===== config.mk =====
export PLATFORM = sky130hd
export DESIGN_NAME = intx_pulse_merge
export DESIGN_NICKNAME = d
export VERILOG_FILES = /design/src/rtl/intx_merge_pkg.sv /design/src/rtl/intx_merge_ctrl.sv /design/src/rtl/intx_merge_datapath.sv /design/src/rtl/intx_pulse_merge.sv
export SDC_FILE = /design/constraint.sdc
export NUM_CORES = 1
export LEC_CHECK = 0
export ABC_AREA = 1
export BUFFER_PORTS_ARGS = -buffer_cell sky130_fd_sc_hd__buf_2
export CORE_MARGIN = 8
export CORE_UTILIZATION = 38
export DETAILED_ROUTE_END_ITERATION = 10
export PLACE_DENSITY = 0.87
export RECOVER_POWER = 100
export SETUP_SLACK_MARGIN = 0.1
export SLEW_MARGIN = 20
export SYNTH_ARGS = -nofsm -noshare
export SYNTH_HDL_FRONTEND = slang
export SYNTH_SLANG_ARGS = --single-unit

===== constraint.sdc =====
create_clock -name clk -period 1.32 [get_ports clk]
set_clock_uncertainty 0.1 [all_clocks]
set_input_delay 0.264 -clock clk [delete_from_list [all_inputs] [get_ports clk]]
set_output_delay 0.264 -clock clk [all_outputs]
set_load 0.02 [all_outputs]

===== src/rtl/intx_merge_pkg.sv =====
package intx_merge_pkg;
  localparam int INTX_LINES = 4;

  typedef enum logic [1:0] {
    EOI_DOWNSTREAM = 2'd0,
    EOI_FN_RESET   = 2'd1,
    EOI_LEGACY     = 2'd2,
    EOI_POWER      = 2'd3
  } eoi_code_e;

  typedef struct packed {
    logic                  enableWr;
    logic [INTX_LINES-1:0] enableVal;
    logic                  eoiLegacy;
  } intx_ctrl_t;
endpackage


===== src/rtl/intx_merge_ctrl.sv =====
module intx_merge_ctrl
  import intx_merge_pkg::*;
#(
  parameter int ADDR_W     = 12,
  parameter int DATA_W     = 32,
  parameter int ENABLE_OFS = 'h104,
  parameter int STATUS_OFS = 'h504,
  parameter int EOI_OFS    = 'hC8,
  parameter int FIELD_LSB  = 22
) (
  input  logic                  clk,
  input  logic                  rstN,
  input  logic [ADDR_W-1:0]     regAddr,
  input  logic [DATA_W-1:0]     regWrData,
  input  logic                  regWrEn,
  input  logic                  regRdEn,
  input  logic [INTX_LINES-1:0] enableQ,
  input  logic [INTX_LINES-1:0] levelQ,
  output intx_ctrl_t            ctrl,
  output logic [DATA_W-1:0]     regRdData
);
  localparam logic [ADDR_W-1:0] ENABLE_ADDR = ADDR_W'(ENABLE_OFS);
  localparam logic [ADDR_W-1:0] STATUS_ADDR = ADDR_W'(STATUS_OFS);
  localparam logic [ADDR_W-1:0] EOI_ADDR    = ADDR_W'(EOI_OFS);
  localparam logic [DATA_W-1:0] LEGACY_CODE = DATA_W'(EOI_LEGACY);

  logic hitEnable, hitStatus, hitEoi;
  logic eoiLegacyWr, eoiPendQ;
  logic [DATA_W-1:0] rdNext;

  function automatic logic [DATA_W-1:0] placeField(input logic [INTX_LINES-1:0] v);
    logic [DATA_W-1:0] w;
    w = '0;
    w[FIELD_LSB +: INTX_LINES] = v;
    return w;
  endfunction

  assign hitEnable   = (regAddr == ENABLE_ADDR);
  assign hitStatus   = (regAddr == STATUS_ADDR);
  assign hitEoi      = (regAddr == EOI_ADDR);
  assign eoiLegacyWr = regWrEn && hitEoi && (regWrData == LEGACY_CODE);

  // the re-check request is registered so it meets the freshly sampled levels
  always_ff @(posedge clk) begin
    if (!rstN) eoiPendQ <= 1'b0;
    else       eoiPendQ <= eoiLegacyWr;
  end

  always_comb begin
    ctrl.enableWr  = regWrEn && hitEnable;
    ctrl.enableVal = regWrData[FIELD_LSB +: INTX_LINES];
    ctrl.eoiLegacy = eoiPendQ;
  end

  always_comb begin
    rdNext = '0;
    if (hitEnable)      rdNext = placeField(enableQ);
    else if (hitStatus) rdNext = placeField(levelQ);
  end

  always_ff @(posedge clk) begin
    if (!rstN)        regRdData <= '0;
    else if (regRdEn) regRdData <= rdNext;
  end

  // the end-of-interrupt register never returns data
  p_eoi_reads_zero_r9: assert property (@(posedge clk) disable iff (!rstN)
    (regRdEn && hitEoi) |=> (regRdData == '0));

  // codes other than legacy leave no re-check behind
  p_other_codes_r9: assert property (@(posedge clk) disable iff (!rstN)
    (regWrEn && hitEoi && (regWrData != LEGACY_CODE)) |=> !ctrl.eoiLegacy);

  // without a read strobe the read data holds
  p_rd_hold_r11: assert property (@(posedge clk) disable iff (!rstN)
    (!regRdEn && $past(rstN)) |=> $stable(regRdData));
endmodule


===== src/rtl/intx_merge_datapath.sv =====
module intx_merge_datapath
  import intx_merge_pkg::*;
#(
  parameter bit COMPAT_MODE = 1'b0
) (
  input  logic                  clk,
  input  logic                  rstN,
  input  logic [INTX_LINES-1:0] intxLevel,
  input  intx_ctrl_t            ctrl,
  output logic [INTX_LINES-1:0] enableQ,
  output logic [INTX_LINES-1:0] levelQ,
  output logic                  irqPulse
);
  logic fireReq;

  always_ff @(posedge clk) begin
    if (!rstN) begin
      levelQ  <= '0;
      enableQ <= '0;
    end else begin
      levelQ <= intxLevel;
      if (ctrl.enableWr) enableQ <= ctrl.enableVal;
    end
  end

  // a request arriving while a pulse is out is absorbed by that pulse
  always_ff @(posedge clk) begin
    if (!rstN) irqPulse <= 1'b0;
    else       irqPulse <= fireReq && !irqPulse;
  end

  generate
    if (COMPAT_MODE == 1'b0) begin : g_level
      logic activeNow, activePrev;
      assign activeNow = |(levelQ & enableQ);

      always_ff @(posedge clk) begin
        if (!rstN) activePrev <= 1'b0;
        else       activePrev <= activeNow;
      end

      assign fireReq = (activeNow && !activePrev) || (ctrl.eoiLegacy && activeNow);

      // a rise of the merged level is announced next cycle
      p_rise_fires_r5: assert property (@(posedge clk) disable iff (!rstN)
        ($rose(activeNow) && !irqPulse) |=> irqPulse);

      // a steady merged level without a re-check stays silent
      p_hold_quiet_r7: assert property (@(posedge clk) disable iff (!rstN)
        (activePrev && !ctrl.eoiLegacy) |=> !irqPulse);

      // a legacy re-check with a live source fires
      p_eoi_fires_r8: assert property (@(posedge clk) disable iff (!rstN)
        (ctrl.eoiLegacy && activeNow && !irqPulse) |=> irqPulse);
    end else begin : g_edge
      logic [INTX_LINES-1:0] levelPrev;
      logic [INTX_LINES-1:0] edgeHit;

      always_ff @(posedge clk) begin
        if (!rstN) levelPrev <= '0;
        else       levelPrev <= levelQ;
      end

      assign edgeHit = (levelQ ^ levelPrev) & enableQ;
      assign fireReq = |edgeHit;

      // no edge means no pulse, end-of-interrupt notwithstanding
      p_no_edge_quiet_r10: assert property (@(posedge clk) disable iff (!rstN)
        (levelQ == levelPrev) |=> !irqPulse);

      // an enabled edge fires
      p_edge_fires_r10: assert property (@(posedge clk) disable iff (!rstN)
        (((levelQ ^ levelPrev) & enableQ) != '0 && !irqPulse) |=> irqPulse);
    end
  endgenerate

  // pulses are one cycle wide
  p_single_cycle_r4: assert property (@(posedge clk) disable iff (!rstN)
    irqPulse |=> !irqPulse);
endmodule


===== src/rtl/intx_pulse_merge.sv =====
module intx_pulse_merge
  import intx_merge_pkg::*;
#(
  parameter int ADDR_W      = 12,
  parameter int DATA_W      = 32,
  parameter int ENABLE_OFS  = 'h104,
  parameter int STATUS_OFS  = 'h504,
  parameter int EOI_OFS     = 'hC8,
  parameter int FIELD_LSB   = 22,
  parameter bit COMPAT_MODE = 1'b0
) (
  input  logic                  clk,
  input  logic                  rstN,
  input  logic [INTX_LINES-1:0] intxLevel,
  input  logic [ADDR_W-1:0]     regAddr,
  input  logic [DATA_W-1:0]     regWrData,
  input  logic                  regWrEn,
  input  logic                  regRdEn,
  output logic [DATA_W-1:0]     regRdData,
  output logic                  irqPulse
);
  intx_ctrl_t            ctrl;
  logic [INTX_LINES-1:0] enableQ;
  logic [INTX_LINES-1:0] levelQ;

  intx_merge_ctrl #(
    .ADDR_W(ADDR_W), .DATA_W(DATA_W), .ENABLE_OFS(ENABLE_OFS),
    .STATUS_OFS(STATUS_OFS), .EOI_OFS(EOI_OFS), .FIELD_LSB(FIELD_LSB)
  ) u_ctrl (
    .clk(clk), .rstN(rstN), .regAddr(regAddr), .regWrData(regWrData),
    .regWrEn(regWrEn), .regRdEn(regRdEn), .enableQ(enableQ), .levelQ(levelQ),
    .ctrl(ctrl), .regRdData(regRdData)
  );

  intx_merge_datapath #(.COMPAT_MODE(COMPAT_MODE)) u_dp (
    .clk(clk), .rstN(rstN), .intxLevel(intxLevel), .ctrl(ctrl),
    .enableQ(enableQ), .levelQ(levelQ), .irqPulse(irqPulse)
  );
endmodule


=== Word-level counts from Yosys, hierarchy flattened ===
Cells that the tools add are included.

* Word-level logic and storage cells: 23
* Register bits: 43

* Reductions and logical operators: 10
* Muxes and demuxes: 2
* Bitwise gates (word level): 1
* Eq/ne operators: 4

{| class="wikitable"
|+ Operator list
! operator !! count
|-
| 32-bit by 2-bit == test with 1-bit output (second input constant) || 1
|-
| 32-bit two-way mux || 1
|-
| 26-bit two-way mux || 1
|-
| 12-bit by 11-bit == test with 1-bit output (second input constant) || 1
|-
| 12-bit by 8-bit == test with 1-bit output (second input constant) || 1
|-
| 12-bit by 9-bit == test with 1-bit output (second input constant) || 1
|-
| 1-bit logical AND || 6
|-
| 4-bit AND || 1
|-
| 4-bit OR reduction || 1
|-
| 1-bit zero test || 2
|-
| 1-bit logical OR || 1
|}

=== Logic depth before layout (Yosys ltp) ===
Gate-level depths: netlist of the first run.

* Depth in word-level cells: 5
* Gate-level depth with buffers: 9

=== By module ===
A second synthesis of the first run with hierarchy kept.

* Cells, all modules: 156
* Area total of the unflattened synthesis: 1042.2 µm²

{| class="wikitable"
|+ By module, submodules not included
! module !! times used !! area each (µm²) !! cells each
|-
| intx_merge_ctrl || 1 || 689.4 || 112
|-
| intx_merge_datapath || 1 || 352.8 || 44
|}

=== Least setup slack after synthesis of the first run ===
Ideal clock, no wire load.

* Kind: input to register
* From: in regAddr[10]
* To: reg u_dp.enableQ[0]
* Data required time: 1088 ps
* Slack: 207 ps
* Arrival time: 881 ps
* Cell stages on the path: 6
* Setup time: 132 ps
* Path through: nor2_1 > nor2b_1 > buf_4 > nand3_1 > nand2_1 > a21oi_1

* Longest elaborated chain between the ends: 2

{| class="wikitable"
|+ RTL lines
! element !! line !! source
|-
| from (decl) || intx_pulse_merge.sv:15 || <nowiki>input logic [ADDR_W-1:0] regAddr,</nowiki>
|-
| 12-bit by 9-bit == test with 1-bit output || intx_merge_ctrl.sv:38 || <nowiki>assign hitEnable = (regAddr == ENABLE_ADDR);</nowiki>
|-
| 1-bit logical AND || intx_merge_ctrl.sv:50 || <nowiki>ctrl.enableWr = regWrEn && hitEnable;</nowiki>
|-
| to (signal assigned) || intx_merge_datapath.sv:22 || <nowiki>if (ctrl.enableWr) enableQ <= ctrl.enableVal;</nowiki>
|-
| to (decl) || intx_merge_datapath.sv:10 || <nowiki>output logic [INTX_LINES-1:0] enableQ,</nowiki>
|}

No other way between the ends.
A chain may end at the register's enable or synchronous reset.

=== Worst setup path after layout of the first run ===
* From: reg u_ctrl.regRdData[22]
* To: out regRdData[22]

{| class="wikitable"
|+ RTL lines
! element !! line !! source
|-
| from (decl) || intx_merge_ctrl.sv:20 || <nowiki>output logic [DATA_W-1:0] regRdData</nowiki>
|-
| from (signal assigned) || intx_merge_ctrl.sv:63 || <nowiki>else if (regRdEn) regRdData <= rdNext;</nowiki>
|-
| to (decl) || intx_pulse_merge.sv:19 || <nowiki>output logic [DATA_W-1:0] regRdData,</nowiki>
|}

No word-level cell between the ends.

==> results.md, run 1 <==
- Via count: 1010
- Worst Setup Path Type: register to primary output
- Tcrit/Tclk final: 92.5%
- Die Area: 0.00454 mm^2
- CP Max Fanout: 2
- Worst path depth: 1
- Post-synth EDFFs: 0
- WL final: 2.52 mm
- Fin nets: 261
- Post-CTS setup buffers: 0
- Clk slew on worst S/H paths: 80 ps
- CTS max path bufs: 2
- MaxCap Viol Count: 0
- Placer Congestion: 0.849
- Grt ovf: 0
- Peak supply drop: 0.000549 V
- Sinks on Clock Net: 15
- Synth Area in Compound Gates: 4.49%
- #FFs+latches synth: 15
- Sequential cell area fraction in the yosys report: 30.0%
- Fill cell count: 251
- Routed Antenna Nets: 0
- Adder-cell area share of the yosys netlist: 0%
- Die X: 67.4 um
- Syn_area_per_cell: 6.73 um^2
- Mapped Area: 0.00100 mm^2
- Setup TNS after final layout: 0 ps
- # rows: 18
- Cells after Synth: 149
- Fraction of layout cells with a size suffix above 1: 30.3%
- Int Pwr: 663 uW
- Critical path required time: 960 ps
- Switch Pwr: 290 uW
- Vias in the first global route: 976
- Final Max Tran Viols: 0
- Async SR Flop Fraction: 0%
- Area leader, netlist: dfxtp_1
- Drc violations: 0
- Worst hold margin: 62.9 ps
- Final core occ: 49.6%
- Net Sw Frac: 30.4%
- Root Driver: clkbuf_4
- Top post-synthesis cells by count: 31 x nor2_1, 29 x buf_4, 17 x nand3_1
- IO Pins: 85
- DR vias/cell: 4.24
- WL/cell: 10.6 um
- First-pass GRT wire length: 4.02 mm
- Critical Path, Cell by Cell: clkbuf_1
- # setup viols final: 0
- Core area: 0.00250 mm^2
- Fin crit period: 1220 ps
- Worst path arrival time: 860 ps
- TritonRoute pass-1 iters: 4
- Reg2reg setup slack: 350 ps
- Pleak: 0.000675 uW
- Synth unique cells: 19
- Largest net degree at the start of global routing: 11
- Area grow syn2layout: 23.8%
- R2R cell count: 3
- Start point of the critical path: u_ctrl.regRdData[22]$_SDFFE_PN0P_
- Initial antenna violation count: 0
- Clk_lat worst skew: 280 ps
- Htree depth: 1
- Initial Util: 40.1%
- Ranking of synthesized cells by area: dfxtp_1 30%, buf_4 22%, nor2_1 12%
- DP HPWL: 2.22 mm
- Multiplexer share of the synthesized area: 0%
- Reg2reg end: u_dp.irqPulse$_SDFF_PN0_
- Starting DRC count in detailed routing: 17
- Die Height: 67.4 um
- Antenna diodes: 0
- Clk pwr share: 26.8%
- Power share of the combinational group: 23.8%
- # port buffers: 56
- RSZ-0062 raised after global routing: no
- Setup crit end: regRdData[22]
- Slowest stage delay, CP: 330 ps
- Delay-heaviest family, CP: flip-flops
- CP startpoint kind: register
- Xor/xnor share of the synthesized area: 0%
- CTS tree: built
- PD cells: 767 mW/mm^2
- Crit path capture type: primary output
- Area share of and/or/nand/nor cells after synthesis: 36.3%
- CTS Buf Count: 3
- Worst R2R Start: u_dp.enableQ[3]$_SDFFE_PN0P_
- Post-CTS resize count: 0
- Count leader, synth: nor2_1
- Endpoints failing hold: 0
- Outcome: finished, final reports clean
- Crit path max-delay cell type: dfxtp_1
- All-Layer GR Usage: 11.0%
- Post-synth top flop: dfxtp_1
- Fmax: 819 MHz
- Synth top area share: 30.0%
- Hold_buf cts: 0
- Number of buffers and inverters on the critical path: 1
- Hold WC Path Type: input port to register
- Register share of total power: 49.4%
- Largest family of logic cells by synthesized area: simple AND/OR/NAND/NOR gates
- Ys Warns: 0
[layer usage]
layer | up-vias | GRT usage, % | part of all wire (%)
li1 | 537 | - | -
met1 | 423 | 11.1 | 39
met2 | 45 | 21.3 | 53
met3 | 5 | 3.64 | 7.4
met4 | 0 | 2.35 | 0.99
met5 | - | 0 | 0
[metrics by stage]
step	worst slack (ps)	instance area [um^2]	total power (uW)	instances
after floorplan	207	1100	674	176
after global placement	49.6	1230	703	234
after detailed placement	20.7	1230	707	234
after CTS	153	1250	969	238
after global routing	62.8	1240	1010	238
final	98.8	1240	953	238
[flip-flops by register name, summed over array words and instances, names as in the netlist]
| register | count |
|---|---|
| u_dp.g_level.activePrev | 1 |
| u_ctrl.eoiPendQ | 1 |
| u_dp.levelQ | 4 |
| u_ctrl.regRdData | 4 |
| u_dp.irqPulse | 1 |
| u_dp.enableQ | 4 |
[power by group through the flow]
stage / registers, uW / clock network [uW] / logic, uW
6_report: 471 / 255 / 226
5_1_grt: 472 / 290 / 251
4_1_cts: 471 / 272 / 226
3_5_place_dp: 482 / 0 / 225
3_3_place_gp: 481 / 0 / 222
2_1_floorplan: 488 / 0 / 186
[cell usage in the layout (no fill, tap or decap)]
master,Yosys,layout
a21oi_1,4,4
a22o_1,2,2
buf_12,0,1
buf_2,0,51
buf_4,29,3
clkbuf_1,2,5
clkbuf_2,0,1
clkbuf_4,0,3
conb_1,1,28
dfxtp_1,15,15
inv_1,14,14
nand2_1,16,16
nand2_2,2,2
nand3_1,17,17
nand4_1,6,6
nor2_1,31,32
nor2_2,2,2
nor2b_1,1,1
nor3_1,2,2
nor4_1,2,2
o21bai_1,1,1
[area by class of cell]
class | instances | area [um^2] | area share [%]
multi-input combinational | 115 | 507 | 40.8
sequential | 15 | 300 | 24.2
tap | 30 | 37.5 | 3.02
timing repair buffer | 60 | 318 | 25.6
clock buffer | 4 | 26.3 | 2.12
inverter | 14 | 52.6 | 4.23
[worst min path at each step]
stage / depth (start not counted) / start / to
2_1_floorplan: 2 / intxLevel[0] / u_dp.levelQ[0]$_SDFF_PN0_
3_3_place_gp: 3 / intxLevel[0] / u_dp.levelQ[0]$_SDFF_PN0_
4_1_cts: 3 / intxLevel[3] / u_dp.levelQ[3]$_SDFF_PN0_
3_5_place_dp: 3 / intxLevel[3] / u_dp.levelQ[3]$_SDFF_PN0_
5_1_grt: 3 / intxLevel[2] / u_dp.levelQ[2]$_SDFF_PN0_
6_report: 3 / intxLevel[3] / u_dp.levelQ[3]$_SDFF_PN0_
[kinds of logic after synthesis]
kind of cell | after synthesis
other cells | 1
simple gates | 80
flops | 15
buf+inv | 46
compound gates | 7
Note: power is estimated with default switching activity, not from simulation.
==> run 2: changes to the inputs <==
--- a/config.mk
+++ b/config.mk
@@ -5,12 +5,11 @@
 export SDC_FILE = /design/constraint.sdc
 export NUM_CORES = 1
 export LEC_CHECK = 0
-export ABC_AREA = 1
 export BUFFER_PORTS_ARGS = -buffer_cell sky130_fd_sc_hd__buf_2
 export CORE_MARGIN = 8
-export CORE_UTILIZATION = 38
+export CORE_UTILIZATION = 36
 export DETAILED_ROUTE_END_ITERATION = 10
-export PLACE_DENSITY = 0.87
+export PLACE_DENSITY = 0.86
 export RECOVER_POWER = 100
 export SETUP_SLACK_MARGIN = 0.1
 export SLEW_MARGIN = 20
==> run 2 against run 1 <==
  * Maximum frequency rose by 0.85%
  * Non-clock buffer count rose by 1
  * Flip-flop and latch count did not move
  * Largest power group unchanged
  * Via count fell by 17%
  * Cell count fell by 19%
==> results.md, run 2 <==
- Largest net degree at the start of global routing: 15 (+4)
- Initial Util: 37.4% (-2.7 points)
- Routed Antenna Nets: 0 (unchanged)
- Tcrit/Tclk final: 91.7% (-0.78 points)
- Starting DRC count in detailed routing: 14 (-3)
- Synth unique cells: 22 (+3)
- Net Sw Frac: 28.2% (-2.2 points)
- Final core occ: 47.6% (-2.1 points)
- Number of buffers and inverters on the critical path: 1 (unchanged)
- Core area: 0.00243 mm^2 (-2.7%)
- Synth top area share: 33.0% (+3.0 points)
- # rows: 18 (unchanged)
- CP startpoint kind: register
- Crit path capture type: primary output
- Die Area: 0.00439 mm^2 (-3.2%)
- Largest family of logic cells by synthesized area: simple AND/OR/NAND/NOR gates
- Async SR Flop Fraction: 0% (unchanged)
- CTS max path bufs: 2 (unchanged)
- Grt ovf: 0 (unchanged)
- Power share of the combinational group: 21.7% (-2.1 points)
- Post-CTS setup buffers: 0 (unchanged)
- Most frequent cells in the layout: 51 x buf_2, 28 x conb_1, 15 x dfxtp_1
- DR vias/cell: 4.34 (+2.2%)
- Area grow syn2layout: 27.2%
- Biggest regs: u_ctrl.regRdData (4), u_dp.enableQ (4), u_dp.levelQ (4)
- Ys Warns: 0 (unchanged)
- Outcome: finished, final reports clean
- Htree depth: 1 (unchanged)
- Syn_area_per_cell: 8.92 um^2 (+33%)
- Area share of and/or/nand/nor cells after synthesis: 27.8% (-8.5 points)
- CTS tree: built
- # port buffers: 56 (unchanged)
- Multiplexer share of the synthesized area: 8.80% (+8.8 points)
- Clk_lat worst skew: 280 ps (about the same)
- Worst path arrival time: 850 ps (about the same)
- Fraction of layout cells with a size suffix above 1: 37.4% (+7.1 points)
- Worst setup margin: 109 ps (+10.3 ps)
- RSZ-0062 raised after global routing: no
- Worst Setup Path Type: register to primary output
- Hold WC Path Type: input port to register
- Int Pwr: 654 uW (-1.3%)
- Drc violations: 0 (unchanged)
- Final Max Tran Viols: 0 (unchanged)
- Initial antenna violation count: 0 (unchanged)
- Sinks on Clock Net: 15 (unchanged)
- Delay-heaviest family, CP: flip-flops
- Worst path depth: 1 (unchanged)
- Ranking of synthesized cells by area: dfxtp_1 33%, buf_4 23%, mux2i_1 8.8%
- Vias in the first global route: 860 (-12%)
- Die X: 66.3 um (-1.6%)
- MaxCap Viol Count: 0 (unchanged)
- Antenna diodes: 0 (unchanged)
- Reg2reg end: u_dp.irqPulse$_SDFF_PN0_
- First-pass GRT wire length: 3.51 mm (-13%)
- CP Max Fanout: 2 (unchanged)
- CTS Buf Count: 3 (unchanged)
- Area post-placement: 0.00114 mm^2 (-7.4%)
- Endpoints failing hold: 0 (unchanged)
- Hold endpoint: u_dp.levelQ[1]$_SDFF_PN0_
- WL/cell: 12.2 um (+15%)
- Pre-CTS WS: -94.9 ps (-116 ps)
- All-Layer GR Usage: 10.0% (-0.94 points)
- Via count: 837 (-17%)
- Synth Area in Compound Gates: 4.68% (+0.18 points)
- Post-CTS resize count: 0 (unchanged)
- Clk pwr share: 27.6% (+0.8 points)
- TritonRoute pass-1 iters: 4 (unchanged)
- Post-synth top flop: dfxtp_1
- Worst R2R Start: u_dp.enableQ[1]$_SDFFE_PN0P_
- Fmax: 826 MHz (+0.85%)
- Die Height: 66.3 um (-1.6%)
- Clk slew on worst S/H paths: 80 ps (about the same)
- Mapped Area: 910 um^2 (-9.2%)
- Slowest stage delay, CP: 330 ps (about the same)
- Fill cell count: 254 (+1.2%)
- Critical Path, Cell by Cell: clkbuf_1
- Fin nets: 216 (-17%)
- HP Start: intxLevel[1]
- Count leader, synth: buf_4
- Switch Pwr: 257 uW (-11%)
- Hold_buf cts: 0 (unchanged)
- Register share of total power: 50.7% (+1.3 points)
- IO Pins: 85 (unchanged)
- PD cells: 787 mW/mm^2 (+2.6%)
- Crit path max-delay cell type: dfxtp_1
- Xor/xnor share of the synthesized area: 0% (unchanged)
- WL final: 2.36 mm (-6.5%)
- Root Driver: clkbuf_4
- Area leader, netlist: dfxtp_1
- Critical path required time: 960 ps (about the same)
- Fin crit period: 1210 ps (-10.3 ps)
- DP HPWL: 2.15 mm (-3.1%)
- Hold path depth: 2 (-1)
- Register area: 300 um^2 (unchanged)
- # setup viols final: 0 (unchanged)
- Multi-input gate area in the final layout: 480 um^2 (-5.2%)
- Pleak: 0.000566 uW (-16%)
- Peak supply drop: 0.000383 V (-30%)
- Design Area, Final: 0.00116 mm^2 (-6.8%)
- #FFs+latches synth: 15 (unchanged)
- Cells after Synth: 102 (-32%)
- Reg2reg setup slack: 270 ps (-80 ps)
- Most common cell after layout, fill and taps aside: buf_2
- Sequential cell area fraction in the yosys report: 33.0% (+3.0 points)
- Adder-cell area share of the yosys netlist: 0% (unchanged)
- R2R cell count: 3 (unchanged)
- Placer Congestion: 0.747 (-12%)
- Top post-synthesis cells by count: 28 x buf_4, 15 x dfxtp_1, 12 x nand2_1
- Post-synth EDFFs: 0 (unchanged)
-- run 2: changes by cell type in the layout (fill, tap and decap cells not counted), moves of 4 or more --
cell / before / now
a21oi_1: 4 / 0
inv_1: 14 / 0
nand3_1: 17 / 0
and2_1: 0 / 5
nor4_1: 2 / 7
nor2_1: 32 / 0
nand2_1: 16 / 12
mux2i_1: 0 / 8
o21ai_0: 0 / 4
-- run 2: final cells by class --
class / count / share of cell area (%)
Timing Repair Buffer: 61 / 27.0
Tap cell: 30 / 3.24
Clock buffer: 4 / 2.27
Sequential cell: 15 / 25.9
Multi-Input combinational cell: 83 / 41.5
-- run 2: cell families (layout without fill, tap and decap cells) --
group,Yosys count,after routing
compound gates,7,7
flops,15,15
simple gates,40,40
buf+inv,31,65
other cells,1,28
mux,8,8
-- run 2: metal layers --
| metal | wire length [um] | global-route usage [%] |
|---|---|---|
| met4 | 25 | 4.53 |
| met2 | 1210 | 17.6 |
| met3 | 369 | 5.59 |
| met1 | 754 | 9.26 |
| met5 | 0 | 0 |
-- run 2: per-stage QoR --
stage	total power, uW	setup TNS (ps)	cells	hold WS [ps]
final	911	0	193	82.7
after global routing	966	0	193	69.7
after CTS	919	0	193	78.7
after detailed placement	669	-345	189	325
after global placement	665	-196	189	308
after floorplan	639	0	129	286
-- run 2: worst max path at each step --
stage                                            startpoint                           end  slack [ps]
after detailed placement                         regAddr[5]  u_dp.enableQ[3]$_SDFFE_PN0P_         -90
after CTS                 u_ctrl.regRdData[24]$_SDFFE_PN0P_                 regRdData[24]         160
after global placement                           regAddr[5]  u_dp.enableQ[3]$_SDFFE_PN0P_         -50
after floorplan                                  regAddr[5]  u_dp.enableQ[0]$_SDFFE_PN0P_         130
after global routing      u_ctrl.regRdData[22]$_SDFFE_PN0P_                 regRdData[22]          60
final                     u_ctrl.regRdData[22]$_SDFFE_PN0P_                 regRdData[22]         110
-- run 2: power by group through the flow --
stage | sequential, uW | combinational (uW) | clock [uW]
after detailed placement | 473 | 196 | 0
after CTS | 462 | 196 | 261
after floorplan | 472 | 167 | 0
final | 462 | 197 | 252
after global routing | 463 | 217 | 287
after global placement | 472 | 193 | 0
